==> config.mk <==
export PLATFORM = sky130hd
export DESIGN_NAME = irq_type_gen
export DESIGN_NICKNAME = d
export VERILOG_FILES = /design/src/rtl/irq_type_pkg.sv /design/src/rtl/int_req_gate.sv /design/src/rtl/ack_sequencer.sv /design/src/rtl/type_latch.sv /design/src/rtl/irq_type_gen.sv
export SDC_FILE = /design/constraint.sdc
export NUM_CORES = 1
export LEC_CHECK = 0
export CAP_MARGIN = 20
export CORE_AREA = 3 3 40 42
export CTS_BUF_LIST = sky130_fd_sc_hd__clkbuf_16
export CTS_CLUSTER_DIAMETER = 50
export DETAILED_ROUTE_END_ITERATION = 7
export DIE_AREA = 0 0 43 45
export GPL_TIMING_DRIVEN = 1
export PLACE_DENSITY_LB_ADDON = 0.3
export SLEW_MARGIN = 20
export SYNTH_ARGS = -nofsm -noshare
export SYNTH_HDL_FRONTEND = slang
export SYNTH_HIERARCHICAL = 1
export SYNTH_SLANG_ARGS = --single-unit
==> constraint.sdc <==
create_clock -name clk_i -period 1.6 [get_ports clk_i]
set_input_delay 0.24 -clock clk_i [delete_from_list [all_inputs] [get_ports clk_i]]
set_output_delay 0.24 -clock clk_i [all_outputs]
set_load 0.03 [all_outputs]
==> src/rtl/irq_type_pkg.sv <==
package irq_type_pkg;
  typedef enum logic [1:0] {
    PH_IDLE   = 2'd0,
    PH_FIRST  = 2'd1,
    PH_SECOND = 2'd2
  } ack_phase_e;
endpackage

==> src/rtl/int_req_gate.sv <==
module int_req_gate #(
  parameter int NUM_REQ = 7
) (
  input  logic [NUM_REQ-1:0] irq_ni,
  output logic               int_req_o
);
  // NAND of the active-low lines
  assign int_req_o = ~&irq_ni;
endmodule

==> src/rtl/ack_sequencer.sv <==
module ack_sequencer
  import irq_type_pkg::*;
(
  input  logic clk_i,
  input  logic rst_ni,
  input  logic inta_ni,
  output logic capture_o,
  output logic drive_o
);
  ack_phase_e phase_q, phase_d;
  logic       inta_q;
  logic       fall, rise;

  assign fall = inta_q & ~inta_ni;
  assign rise = ~inta_q & inta_ni;

  always_comb begin
    phase_d = phase_q;
    unique case (phase_q)
      PH_IDLE:   if (fall) phase_d = PH_FIRST;
      PH_FIRST:  if (fall) phase_d = PH_SECOND;
      PH_SECOND: if (rise || inta_ni) phase_d = PH_IDLE;
      default:   phase_d = PH_IDLE;
    endcase
  end

  always_ff @(posedge clk_i or negedge rst_ni) begin
    if (!rst_ni) begin
      phase_q <= PH_IDLE;
      inta_q  <= 1'b1;
    end else begin
      phase_q <= phase_d;
      inta_q  <= inta_ni;
    end
  end

  assign capture_o = fall && (phase_q == PH_IDLE);
  // release is combinational on strobe rise
  assign drive_o   = (phase_q == PH_SECOND) && !inta_ni;
endmodule

==> src/rtl/type_latch.sv <==
module type_latch #(
  parameter int NUM_REQ = 7
) (
  input  logic               clk_i,
  input  logic               rst_ni,
  input  logic               capture_i,
  input  logic [NUM_REQ-1:0] irq_ni,
  output logic [NUM_REQ:0]   type_o
);
  logic [NUM_REQ-1:0] held_q;

  for (genvar i = 0; i < NUM_REQ; i++) begin : g_bit
    always_ff @(posedge clk_i or negedge rst_ni) begin
      if (!rst_ni)        held_q[i] <= 1'b1;
      else if (capture_i) held_q[i] <= irq_ni[i];
    end
  end

  assign type_o = {1'b1, held_q};
endmodule

==> src/rtl/irq_type_gen.sv <==
module irq_type_gen #(
  parameter int NUM_REQ = 7,
  localparam int TYPE_W = NUM_REQ + 1
) (
  input  logic               clk_i,
  input  logic               rst_ni,
  input  logic [NUM_REQ-1:0] irq_ni,
  input  logic               inta_ni,
  output logic               int_req_o,
  output logic [TYPE_W-1:0]  data_o,
  output logic               data_oe_o
);
  logic              capture, drive;
  logic [TYPE_W-1:0] type_num;

  int_req_gate #(.NUM_REQ(NUM_REQ)) u_gate (
    .irq_ni   (irq_ni),
    .int_req_o(int_req_o)
  );

  ack_sequencer u_seq (
    .clk_i    (clk_i),
    .rst_ni   (rst_ni),
    .inta_ni  (inta_ni),
    .capture_o(capture),
    .drive_o  (drive)
  );

  type_latch #(.NUM_REQ(NUM_REQ)) u_latch (
    .clk_i    (clk_i),
    .rst_ni   (rst_ni),
    .capture_i(capture),
    .irq_ni   (irq_ni),
    .type_o   (type_num)
  );

  assign data_oe_o = drive;
  assign data_o    = drive ? type_num : '0;
endmodule

[Yosys cells after proc, flatten, opt, wreduce, memory -nomap -nowiden]
Index checks and enable logic that the tools add are counted.
W data, S select, Z words.
Storage, ports and cells
  register bits: 10
  input bits: 10
  logic and storage cells: 31
Cells by class
  equal/unequal tests: 5
  multiplexer cells: 5
  bitwise logic cells: 4
  reductions and logical operators: 8
Operators by type and width (count)
  $mux W8: 1
  $reduce_and A7 Y1: 1
  $mux W2: 3
  $ne A2 B1 Y1 const B: 3
  $pmux W2 S3: 1
  $reduce_and A3 Y1: 1
  $and A1 B1 Y1: 2
  $eq A2 B1 Y1 const B: 1
  $eq A2 B2 Y1 const B: 1
  $logic_and A1 B1 Y1: 2
  $logic_not A1 Y1: 2
  $logic_not A2 Y1: 1
  $not A1 Y1: 2
  $logic_or A1 B1 Y1: 1

[Logic depth before layout (Yosys ltp)]
Gate-level depths: netlist (run 1).
  word-level depth: 5
  gate-level depth with buffers: 3
  depth with buffers taken out: 3

[Hierarchy]
The synthesis (run 1) kept the hierarchy.
By module, submodules not included
  type_latch: times used 1, cells each 17, area each 311.5 µm²
  ack_sequencer: times used 1, cells each 11, area each 143.9 µm²
  irq_type_gen: times used 1, cells each 8, area each 50.0 µm²
  int_req_gate: times used 1, cells each 2, area each 15.0 µm²

[Worst setup path after synthesis (run 1)]
OpenSTA, ideal clock, no wires.
  kind: reg-to-output
  from: reg u_seq.phase_q[0]
  to: out data_o[0]
  data arrival time: 1.523 ns
  required time: 1.360 ns
  setup slack: -0.163 ns
  cell stages (with the launch flop): 4
  path buffers: 0
  cell sequence: dfrtp_1 nand2b_1 nor2_1 and2_1
Between the ends
  cells in the longest elaborated chain, start to end: 3
RTL lines
  from (decl): line ack_sequencer.sv:10  | ack_phase_e phase_q, phase_d;
  from (signal assigned): line ack_sequencer.sv:32  | phase_q <= phase_d;
  $eq A2 B2 Y1: line ack_sequencer.sv:39  | assign drive_o = (phase_q == PH_SECOND) && !inta_ni;
  $logic_and A1 B1 Y1: line ack_sequencer.sv:39
  named net data_oe_o: line irq_type_gen.sv:11  | output logic data_oe_o
  $mux W8: line irq_type_gen.sv:38  | assign data_o = drive ? type_num : '0;
  to (decl): line irq_type_gen.sv:10  | output logic [TYPE_W-1:0] data_o,
The timed path passes the listed nets, and every way through them passes these cells.

[Final worst setup path (run 1)]
  from: reg u_seq.phase_q[0]
  to: out data_o[2]
Between the ends
  cells in the longest elaborated chain, start to end: 3
RTL lines (line)
  $eq A2 B2 Y1: ack_sequencer.sv:39
  $logic_and A1 B1 Y1: ack_sequencer.sv:39
  $mux W8: irq_type_gen.sv:38
Every way passes these cells.

==> results_dict.tcl, run 1 <==
set metrics [dict create \
    status "finished, final reports clean" \
    syn2layout_area_growth_pct 62.3 \
    numCtsBuffers 3 \
    clockBufferDepth 2 \
    drv_cap 0 \
    start_util_pct 40.5 \
    design.core.area_sq_um 1280 \
    synthDominantCellAreaShare_pct 40.4 \
    post_drt_wl_per_cell_um 13.7 \
    leakagePower_nw 0.405 \
    globalplace.congestion 0.638 \
    yosys_warnings 6 \
    worstPathMaxFanout 4 \
    detail_route.first_pass.iterations 2 \
    synth.area.top_cells "dfstp_2 (40%), mux2_4 (20%), and2_1 (9.6%)" \
    fin_crit_sh_pct 97.0 \
    io_buffers 19 \
    p_per_area_nw_per_um2 1470 \
    min_path_type "input pin to async pin" \
    syn_area_per_cell_sq_um 13.7 \
    maxSlewViolCount 0 \
    drc 0 \
    hold_viol_final 0 \
    skew_ns 0.00206 \
    cts_root_buffer "clkbuf_16" \
    critPathRequiredTime_ns 1.36 \
    routed-via-count 401 \
    postRouteWirelength_um 1120 \
    ir_worst_vdd_uv 836 \
    drive_gt1_share_pct 59.7 \
    die-area_sq_um 1940 \
    final.setup.tns_ns 0 \
    ctsHoldBuffers 0 \
    htreeDepth 1 \
    timing.fmax_mhz 645 \
    fin_util_pct 65.7 \
    startpoint "u_seq/phase_q[0]$_DFFE_PN0P_" \
    drtIter0Drc 3 \
    gr-total-overflow 0 \
    r2r_end "u_latch/type_o[4]$_DFFE_PN1P_" \
    post_drt_via_cell_ratio 4.89 \
    worstRegToRegCells 4 \
    timing.rr.start "u_seq/phase_q[0]$_DFFE_PN0P_" \
    ant_nets 0 \
    worstSetupPathType "flip-flop to primary output" \
    first_global_vias 412 \
    n_antenna_cell 0 \
    clk_latency_ns 0.24 \
    fp-row-count 13 \
    synth_seq_cells 10 \
    crit_path_end_kind "primary output" \
    holdWs_ns 0.314 \
    rrSetupSlack_ns 0.19 \
    antenna_found_initial 0 \
    worstSetupEndpoint "data_o[2]" \
    io_pins 20 \
    rsz0062_at_grt "yes" \
    yosys.area.top_type "dfstp_2" \
    yosysSeqAreaShare_pct 50.0 \
    die_w_um 43 \
    grtUsageTotal_pct 13.7 \
    cts_sinks 10 \
    ys_types 16 \
    setup_viol 0 \
    cts_tree "built" \
    cp-start-kind "flip-flop" \
    dieHeight_um 45 \
    grt_pass1_wl_um 1840 \
    syn_area_sq_um 520 \
    synth_fp_nets 48 \
    postSynthCellCount 38 \
    final_net_count 78 \
    finalCriticalPeriod_ns 1.55 \
    grt_max_degree 11 \
    critPathArrivalTime_ns 1.31 \
    clk_pin_slew_ns 0.04 \
]
synthesized netlist by cell type:
cell type / n
a21o_1: 1
a21oi_1: 1
and2_1: 8
and2b_1: 1
and4_1: 1
buf_4: 1
buf_6: 1
conb_1: 1
dfrtp_1: 2
dfstp_2: 8
mux2_4: 7
nand2b_1: 2
nand3b_1: 1
nand4_1: 1
nor2_1: 1
nor4b_4: 1
where the power goes:
part           leakage (nW)  internal (mW)  switching [mW]
logic                 0.254          0.218           0.122
clock network        0.0423          0.327           0.111
registers             0.109          0.412          0.0502
total                 0.405          0.956           0.284
stage by stage:
stage                     power, mW  cells  setup WS, ns  cell area (sq um)
after floorplan               0.675     38        0.0460                523
after global placement        0.755     73       0.00501                711
after detailed placement      0.758     73       -0.0325                711
after CTS                      1.25     82        0.0443                837
after global routing           1.29     82       -0.0148                845
final                          1.24     82        0.0488                845
critical path, cell delays in order (launching register included):
cell,delay (ns)
dfrtp_1,0.38
nand2b_4,0.16
nor2_4,0.12
buf_2,0.15
and2_1,0.12
buf_4,0.15
cells by family (layout without fill, tap and decap cells):
group / Yosys count / count (layout) / synth area share (%)
AND/OR/NAND/NOR: 16 / 16 / 23.1
other: 1 / 1 / 0.720
buffers and inverters: 2 / 31 / 3.61
flip-flops: 10 / 10 / 50.0
AO/OA/AOI/OAI: 2 / 2 / 2.40
multiplexers: 7 / 7 / 20.2
per-layer routing:
metal	vias to the layer above	global-route usage, %	wire, um
li1	184	-	-
met4	0	10.8	14
met5	-	0	0
met1	200	14.4	447
met2	15	21.9	559
met3	2	5.58	100
layout by cell type, fill, tap and decap left out, types with 3 or more instances in the layout:
master	Yosys	final
and2_1	8	8
clkbuf_16	0	3
dfstp_2	8	8
clkdlybuf4s50_1	0	8
buf_4	1	16
mux2_4	7	7
registers in the layout (all words and copies together) (netlist names):
signal,flops
u_seq/inta_q,1
u_seq/phase_q,2
u_latch/type_o,7
how the worst min path moves through the flow:
stage / to / slack (ns)
final: u_seq/phase_q[0]$_DFFE_PN0P_ / 0.31
after floorplan: u_seq/phase_q[0]$_DFFE_PN0P_ / -0.06
after global routing: u_seq/phase_q[0]$_DFFE_PN0P_ / 0.35
after detailed placement: u_seq/phase_q[1]$_DFFE_PN0P_ / 0.56
after CTS: u_seq/phase_q[0]$_DFFE_PN0P_ / 0.32
after global placement: u_seq/phase_q[1]$_DFFE_PN0P_ / 0.53
cell type report:
cell class                 instances  area, sq um
clock buffer                       3         75.1
clock inverter                     1         3.75
fill                             101          440
multi-input combinational         26          256
sequential                        10          262
tap                               15         18.8
timing repair buffer              27          229
timing repair:
item | CTS | global route
pin swaps | 1 | 0
resized for setup | 3 | 3
endpoints found under the setup margin | 9 | 8
setup buffers | 5 | 0
Note: power is estimated with default switching activity, not from simulation.
==> run 2: changes to the inputs <==
- clock period: 1.6 -> 1.9 ns (I/O delays scaled with it)
==> results_dict.tcl, run 2 (same netlist as run 1, synthesis figures left out) <==
set metrics [dict create \
    final.setup.tns_ns 0 \
    min_path_type "input pin to async pin" \
    detail_route.first_pass.iterations 2 \
    ant_nets 0 \
    p_total_mw 1.00 \
    layout.cells.non_filler 76 \
    status "finished, final reports clean" \
    ir_worst_vdd_uv 571 \
    setup_ws_ns 0.172 \
    post_drt_via_cell_ratio 4.78 \
    routed-via-count 363 \
    largest_reg_flops 7 \
    gr-total-overflow 0 \
    cts_sinks 10 \
    globalplace.congestion 0.614 \
    antenna_found_initial 0 \
    place_ws_ns 0.0510 \
    grtUsageTotal_pct 12.8 \
    drc 0 \
    skew_ns 0.00453 \
    worstSetupPathType "input pin to primary output" \
    post_cts_resize_count 0 \
    worstPathMaxFanout 9 \
    rsz0062_at_grt "no" \
    clk_latency_ns 0.24 \
    grt_max_degree 11 \
    numPlacedInstances 72 \
    p_per_area_nw_per_um2 1280 \
    drive_gt1_share_pct 52.5 \
    finalCriticalPeriod_ns 1.73 \
    crit_path_end_kind "primary output" \
    clk_pin_slew_ns 0.04 \
    io_buffers 19 \
    setup_viol 0 \
    postRouteWirelength_um 1010 \
    fin_crit_sh_pct 90.9 \
    final_net_count 72 \
    ctsHoldBuffers 0 \
    holdWs_ns 0.357 \
    hold_viol_final 0 \
    cts_setup_buffers 0 \
    final_common_cell "buf_4" \
    clockBufferDepth 2 \
    post_drt_wl_per_cell_um 13.3 \
    drv_cap 0 \
    critPathRequiredTime_ns 1.62 \
    critPathArrivalTime_ns 1.44 \
    cts_root_buffer "clkbuf_16" \
    die-area_sq_um 1940 \
    start_util_pct 40.5 \
    numCtsBuffers 3 \
    design.core.area_sq_um 1280 \
    leakagePower_nw 0.358 \
    first_global_vias 362 \
    io_pins 20 \
    cts_tree "built" \
    n_antenna_cell 0 \
    final_cell_mix "buf_4 (12), clkdlybuf4s50_1 (9), and2_1 (8), dfstp_2 (8), mux2_4 (7)" \
    cp-start-kind "input pin" \
    htreeDepth 1 \
    drtIter0Drc 1 \
    fp-row-count 13 \
    timing.fmax_mhz 579 \
    syn2layout_area_growth_pct 50.2 \
    maxSlewViolCount 0 \
    grt_pass1_wl_um 1680 \
    die_w_um 43 \
    dieHeight_um 45 \
]
==> run 2: worst max-delay path: stages <==
cell and delay [ns]:
clkdlybuf4s50_1 0.51, nor2_2 0.31, and2_1 0.18, buf_4 0.15
==> run 2: per-layer routing <==
| metal | up-vias | share of wire (%) | global-route usage (%) |
|---|---|---|---|
| met5 | - | 0 | 0 |
| met4 | 0 | 3.6 | 10.8 |
| met3 | 5 | 11 | 5.18 |
| met2 | 16 | 45 | 18.3 |
| met1 | 164 | 40 | 14.8 |
| li1 | 178 | - | - |
==> run 2: stage by stage <==
step | instance area, sq um | utilization (%)
6_report | 782 | 60.9
5_1_grt | 782 | 60.9
4_1_cts | 779 | 60.7
3_5_place_dp | 701 | 54.5
3_3_place_gp | 701 | 54.5
2_1_floorplan | 520 | -
==> run 2: final cells by class <==
type	instances	area, sq um
multi-input cells	26	244
clock inverters	1	3.75
clock buffers	3	75.1
flip-flops and latches	10	260
repair buffers	21	180
fillers	110	503
well taps	15	18.8
==> run 2: worst paths after layout <==
check,from,end,slack (ns),depth (start not counted)
setup / recovery,inta_ni,data_o[7],0.17,4
hold / removal,rst_ni,u_seq/phase_q[0]$_DFFE_PN0P_,0.36,1
setup reg to reg,u_seq/inta_q$_DFF_PN1_,u_latch/type_o[5]$_DFFE_PN1P_,0.55,3
hold reg to reg,u_seq/inta_q$_DFF_PN1_,u_seq/phase_q[1]$_DFFE_PN0P_,0.54,2
max in group asynchronous,rst_ni,u_latch/type_o[0]$_DFFE_PN1P_,1.21,1
min in group clk_i,u_seq/inta_q$_DFF_PN1_,u_seq/phase_q[1]$_DFFE_PN0P_,0.54,2
==> run 2: report_power, final <==
part	switching [mW]	internal [mW]
Combinational	0.0864	0.158
Clock	0.0899	0.275
Sequential	0.0473	0.347
Total	0.224	0.780
